$ cat src/rtl/i2c_mem_slave.sv
module i2c_mem_slave #(
  parameter int ADDR_W = 13,
  parameter int PAGE_W = 5
) (
  input  logic              clk,
  input  logic              rst_n,
  input  logic              scl_i,
  input  logic              sda_i,
  output logic              sda_oe,
  input  logic [2:0]        chip_sel,
  input  logic              busy_i,
  output logic              wr_stb,
  output logic [ADDR_W-1:0] wr_addr,
  output logic [7:0]        wr_data,
  output logic              wr_commit,
  output logic [ADDR_W-1:0] rd_addr,
  input  logic [7:0]        rd_data
);
  localparam int HI_W = ADDR_W - 8;

  typedef enum logic [3:0] {
    S_IDLE, S_DEV, S_ADH, S_ADL, S_WR,
    S_ACK_DEV, S_ACK_AH, S_ACK_AL, S_ACK_WR, S_RD, S_RACK
  } st_t;

  st_t              state;
  logic [2:0]       scl_p, sda_p;
  logic [3:0]       bitcnt;
  logic [7:0]       sr;
  logic [HI_W-1:0]  ahi;
  logic [ADDR_W-1:0] cnt;
  logic             rw, mack, wr_pend;

  wire scl_s   = scl_p[1];
  wire scl_q   = scl_p[2];
  wire sda_s   = sda_p[1];
  wire sda_q   = sda_p[2];
  wire scl_rise = scl_s & ~scl_q;
  wire scl_fall = ~scl_s & scl_q;
  wire start_c = scl_s & scl_q & sda_q & ~sda_s;
  wire stop_c  = scl_s & scl_q & ~sda_q & sda_s;
  wire rx      = (state == S_DEV) || (state == S_ADH) || (state == S_ADL) || (state == S_WR);
  wire got8    = (bitcnt == 4'd8);

  assign rd_addr = cnt;

  always_ff @(posedge clk or negedge rst_n) begin
    if (!rst_n) begin
      scl_p <= '1;
      sda_p <= '1;
    end else begin
      scl_p <= {scl_p[1:0], scl_i};
      sda_p <= {sda_p[1:0], sda_i};
    end
  end

  always_ff @(posedge clk or negedge rst_n) begin
    if (!rst_n) begin
      state     <= S_IDLE;
      bitcnt    <= '0;
      sr        <= '0;
      ahi       <= '0;
      cnt       <= '0;
      rw        <= 1'b0;
      mack      <= 1'b0;
      wr_pend   <= 1'b0;
      sda_oe    <= 1'b0;
      wr_stb    <= 1'b0;
      wr_addr   <= '0;
      wr_data   <= '0;
      wr_commit <= 1'b0;
    end else begin
      wr_stb    <= 1'b0;
      wr_commit <= 1'b0;
      if (start_c) begin
        state   <= busy_i ? S_IDLE : S_DEV;
        bitcnt  <= '0;
        sda_oe  <= 1'b0;
        wr_pend <= 1'b0;
      end else if (stop_c) begin
        if (state == S_WR && bitcnt == 4'd1 && wr_pend) wr_commit <= 1'b1;
        state   <= S_IDLE;
        sda_oe  <= 1'b0;
        wr_pend <= 1'b0;
      end else if (state != S_IDLE) begin
        if (scl_rise) begin
          bitcnt <= bitcnt + 4'd1;
          if (rx) sr <= {sr[6:0], sda_s};
          if (state == S_RD && bitcnt == 4'd7) cnt <= cnt + ADDR_W'(1);
          if (state == S_RACK) mack <= ~sda_s;
        end else if (scl_fall) begin
          case (state)
            S_DEV: if (got8) begin
              if (sr[7:1] == {4'b1010, chip_sel} && !busy_i) begin
                sda_oe <= 1'b1;
                rw     <= sr[0];
                state  <= S_ACK_DEV;
              end else begin
                state  <= S_IDLE;
              end
            end
            S_ADH: if (got8) begin
              ahi    <= sr[HI_W-1:0];
              sda_oe <= 1'b1;
              state  <= S_ACK_AH;
            end
            S_ADL: if (got8) begin
              cnt    <= {ahi, sr};
              sda_oe <= 1'b1;
              state  <= S_ACK_AL;
            end
            S_WR: if (got8) begin
              wr_stb  <= 1'b1;
              wr_addr <= cnt;
              wr_data <= sr;
              cnt[PAGE_W-1:0] <= cnt[PAGE_W-1:0] + PAGE_W'(1);
              wr_pend <= 1'b1;
              sda_oe  <= 1'b1;
              state   <= S_ACK_WR;
            end
            S_ACK_DEV: begin
              bitcnt <= '0;
              if (rw) begin
                sr     <= rd_data;
                sda_oe <= ~rd_data[7];
                state  <= S_RD;
              end else begin
                sda_oe <= 1'b0;
                state  <= S_ADH;
              end
            end
            S_ACK_AH: begin bitcnt <= '0; sda_oe <= 1'b0; state <= S_ADL; end
            S_ACK_AL: begin bitcnt <= '0; sda_oe <= 1'b0; state <= S_WR;  end
            S_ACK_WR: begin bitcnt <= '0; sda_oe <= 1'b0; state <= S_WR;  end
            S_RD: begin
              if (got8) begin
                sda_oe <= 1'b0;
                state  <= S_RACK;
              end else begin
                sr     <= {sr[6:0], 1'b0};
                sda_oe <= ~sr[6];
              end
            end
            S_RACK: begin
              bitcnt <= '0;
              if (mack) begin
                sr     <= rd_data;
                sda_oe <= ~rd_data[7];
                state  <= S_RD;
              end else begin
                sda_oe <= 1'b0;
                state  <= S_IDLE;
              end
            end
            default: state <= S_IDLE;
          endcase
        end
      end
    end
  end

  p_oe_edge_r10: assert property (@(posedge clk) disable iff (!rst_n)
    !(scl_fall || start_c || stop_c) |=> $stable(sda_oe));

  p_page_wrap_r4: assert property (@(posedge clk) disable iff (!rst_n)
    wr_stb |-> (rd_addr[ADDR_W-1:PAGE_W] == wr_addr[ADDR_W-1:PAGE_W] &&
                rd_addr[PAGE_W-1:0] == PAGE_W'(wr_addr[PAGE_W-1:0] + PAGE_W'(1))));

  p_read_step_r6: assert property (@(posedge clk) disable iff (!rst_n)
    (state == S_RD && scl_rise && bitcnt == 4'd7) |=> rd_addr == ADDR_W'($past(rd_addr) + ADDR_W'(1)));

  p_busy_hold_r9: assert property (@(posedge clk) disable iff (!rst_n)
    (busy_i && state == S_IDLE) |=> state == S_IDLE);

  p_stop_release_r11: assert property (@(posedge clk) disable iff (!rst_n)
    stop_c |=> (state == S_IDLE && !sda_oe));

  p_commit_slot_r5: assert property (@(posedge clk) disable iff (!rst_n)
    wr_commit |-> (state == S_IDLE && !wr_stb));
endmodule

$ cat config.mk
export PLATFORM = sky130hd
export DESIGN_NAME = i2c_mem_slave
export DESIGN_NICKNAME = d
export VERILOG_FILES = /design/src/rtl/i2c_mem_slave.sv
export SDC_FILE = /design/constraint.sdc
export NUM_CORES = 1
export LEC_CHECK = 0
export BUFFER_PORTS_ARGS = -buffer_cell sky130_fd_sc_hd__buf_2
export CORE_MARGIN = 1.5
export CORE_UTILIZATION = 30
export CTS_BUF_LIST = sky130_fd_sc_hd__clkbuf_4
export DETAILED_ROUTE_END_ITERATION = 7
export PLACE_DENSITY_LB_ADDON = 0.08
export SLEW_MARGIN = 20
export SYNTH_ARGS = -nofsm -noshare
export SYNTH_HDL_FRONTEND = slang
export SYNTH_SLANG_ARGS = --single-unit
$ cat constraint.sdc
create_clock -name clk -period 2.85 [get_ports clk]
set_input_delay 0.4275 -clock clk [delete_from_list [all_inputs] [get_ports clk]]
set_output_delay 0.4275 -clock clk [all_outputs]
set_load 0.02 [all_outputs]
==> run metrics <==
DRC errors left=0; share of the synthesized area in the top cell type=40.69%; worst setup slack for register-to-register paths=around 400 ps; via count=3155; Post-CTS Setup Repair Bufs=0; wire length reported by the detailed router=slightly above 10000 µm; Total Neg Setup Slack=0 ps; initial standard-cell utilization of the core=30.97%; share of cells above drive strength 1=between 20% and 30%; multi-input combinational cell area=1933 µm²; yosys synthesis warning count=0; Max Fanout on Critical Path=23; number of antenna cells inserted=0; CP Data Arrival Time=2800 ps; clock transition at the registers of the reported paths=120 ps; most frequent cells after synthesis=sky130_fd_sc_hd__dfrtp_1 (61), sky130_fd_sc_hd__mux2_2 (34), sky130_fd_sc_hd__nand2_1 (28), sky130_fd_sc_hd__nor2_1 (27), sky130_fd_sc_hd__a21oi_1 (24); Iter 0 DRT Violations=204; clock tree from TritonCTS=yes; final critical-path share of the clock period=85.95%; unrepaired setup endpoints after global routing=no; standard-cell rows=40; number of enable-type register cells in the synthesized netlist=0; FF-to-FF End=wr_addr[1]$_DFFE_PN0P_; average cell area after synthesis=10.14 µm²; Layout Utilization=36.04%; fill cell total of the finished layout=1292; fmax=408.2 MHz; relative max-transition margin=40.02%; number of cell instances on the worst register-to-register path=6; synthesized cell area=3751 µm²; critical hold path startpoint=scl_i; width of the die=114.8 µm; Tightest Pin Transition=between 800 and 900 ps; P per Cell Area=563.9 nW/µm²; cell taking the most area after synthesis=sky130_fd_sc_hd__dfrtp_1; average detailed-routed wire length per instance=17.11 µm; TritonRoute pass-1 iters=4; number of buffers on the longest clock path=2; Synth area leaders=sky130_fd_sc_hd__dfrtp_1 (41%), sky130_fd_sc_hd__mux2_2 (10%), sky130_fd_sc_hd__dfstp_2 (4.2%); cell count after synthesis=370; flip-flop and latch count after synthesis=67; sequential-to-total area share from yosys stat=between 40 and 50%; Hold Vio Cnt, Final=0; layout overhead on the synthesized area=16.38%; die area=roughly 13000 µm²; Clk Tree Root Cell=sky130_fd_sc_hd__clkbuf_4; Register Area=1684 µm²; count of input and output buffers=52; Critical Path Start Type=register; origin of the critical flop-to-flop path=scl_p[1]$_DFF_PN1_; number of failing setup endpoints in the final timing report=0; minimum clock period=between 2000 and 2500 ps; maximum number of pins on one net before global-route repair=37; run status=complete, no violations; vias in the first global route=2987; Req. time, crit path=3200 ps; total power of the final layout=2.462 mW; setup clock skew after layout=roughly 19 ps; worst-skew pair later-pin latency=460 ps; number of unique standard cell types used by synthesis=63; count leader, synth=sky130_fd_sc_hd__dfrtp_1; maxcap violations=0; I/O pin count=53; grt total ovfl=0; maximum vdd drop=approximately 340 µV; Cells on Worst Hold Path=1; final-report max-slew violation count=0; proportion of register bits with asynchronous set or reset after synthesis=100.0%; Top FF cell, synth=sky130_fd_sc_hd__dfrtp_1; Post-DRT Antenna Nets=0; clk sinks=67; half-perimeter wire length after detailed placement=7315 µm; Pleak=between 1.5 and 2 nW; count of H-tree levels built during CTS=3; kind of critical path=reg -> reg; RD Place Congestion=0.8390; # hold bufs at CTS=0; via density per instance=5.267; gr usage total=16.65%; worst min-delay path class=in -> reg; number of antenna violations at the first check in global routing=0; core region area=12110 µm²; number of nets in the layout=449; total CTS buffers=9; synthesized net count=393; Worst Hold Endpoint=scl_p[0]$_DFF_PN1_; Critical Path Sink Type=register; wire length of the first global-routing pass=16620 µm; Post-CTS Resized=0; die height=114.8 µm
==> worst max path at each step <==
stage | start | to | slack [ps] | depth (start not counted)
after global placement | scl_p[1]$_DFF_PN1_ | wr_addr[1]$_DFFE_PN0P_ | 410 | 6
after global routing | state[2]$_DFFE_PN0P_ | rd_addr[0]$_DFFE_PN0P_ | 220 | 5
after detailed placement | scl_p[1]$_DFF_PN1_ | wr_addr[5]$_DFFE_PN0P_ | 400 | 6
after CTS | scl_p[1]$_DFF_PN1_ | wr_addr[1]$_DFFE_PN0P_ | 390 | 6
final | scl_p[1]$_DFF_PN1_ | wr_addr[1]$_DFFE_PN0P_ | 400 | 6
after floorplan | scl_p[1]$_DFF_PN1_ | sr[0]$_DFFE_PN0P_ | 650 | 7
==> worst max-delay path: stages (launching register included) <==
cell and delay [ps]:
sky130_fd_sc_hd__dfstp_2 580, sky130_fd_sc_hd__ha_1 390, sky130_fd_sc_hd__nand2_1 290, sky130_fd_sc_hd__and3_1 300, sky130_fd_sc_hd__nand2_1 80, sky130_fd_sc_hd__buf_4 330
sky130_fd_sc_hd__mux2_2 380
==> cells by family (layout without fill, tap and decap cells) <==
group                      Yosys count  in the layout  synth area share [%]
and+or+nand+nor                    121            121                 16.68
AOI/OAI and AO/OA                   88             88                 16.58
DFF                                 67             67                 44.90
muxes                               49             49                 14.51
buffers and inverters               32             93                 3.569
adders and majority gates            8              8                 2.602
xor gates and xnor gates             5              5                 1.167
==> final cells by class <==
type                       count  share of cell area (%)
sequential                    67                   38.58
timing repair buffer          65                   8.197
inverter                      12                   1.032
multi-input combinational    271                   44.28
tap                          168                   4.815
clock buffer                   9                   1.548
clock inverter                 7                   1.548
==> metal layers <==
| layer | share of wire, % | GRT usage [%] | routed length [µm] | vias up |
|---|---|---|---|---|
| met2 | 45 | 24.59 | 4596 | 73 |
| met1 | 49 | 23.83 | 5061 | 1571 |
| li1 | - | - | - | 1499 |
| met5 | 0 | 0 | 0 | - |
| met4 | 1.8 | 6.996 | 189 | 0 |
| met3 | 3.9 | 3.216 | 403 | 12 |
==> state kept, by name, summed over array words and instances (netlist names), 3 cells and up <==
register / flops
wr_data: 8
bitcnt: 4
rd_addr: 13
wr_addr: 13
sr: 8
sda_p: 3
state: 4
ahi: 5
scl_p: 3
==> per-stage QoR <==
stage               setup WS (ps)  std cells  cell area (µm²)  hold WS [ps]
global placement            410.6        583             4230         354.1
global route                215.0        599             4365         40.22
finish                      400.4        599             4365         63.76
detailed placement          401.1        583             4230         349.0
floorplan                   646.1        370             3751         131.9
CTS                         390.9        599             4365         24.74
==> report_power, final <==
group,internal (mW),switching (mW)
clock,0.264,0.393
sequential,1.04,0.220
combinational,0.248,0.295
==> cells in the final DEF (no fill, tap or decap), types with 6 or more instances in the layout <==
master / count
sky130_fd_sc_hd__a21oi_1: 24
sky130_fd_sc_hd__buf_2: 52
sky130_fd_sc_hd__buf_4: 13
sky130_fd_sc_hd__clkbuf_4: 9
sky130_fd_sc_hd__dfrtp_1: 61
sky130_fd_sc_hd__dfstp_2: 6
sky130_fd_sc_hd__ha_1: 7
sky130_fd_sc_hd__inv_1: 11
sky130_fd_sc_hd__mux2_1: 9
sky130_fd_sc_hd__mux2_2: 34
sky130_fd_sc_hd__mux2i_1: 6
sky130_fd_sc_hd__nand2_1: 28
sky130_fd_sc_hd__nand3_1: 16
sky130_fd_sc_hd__nand4_1: 9
sky130_fd_sc_hd__nor2_1: 27
sky130_fd_sc_hd__nor2b_1: 8
sky130_fd_sc_hd__nor3_1: 6
sky130_fd_sc_hd__o211ai_1: 10
sky130_fd_sc_hd__o21ai_0: 13
sky130_fd_sc_hd__o221ai_1: 7
No activity file was read; power rests on OpenSTA's default activity.
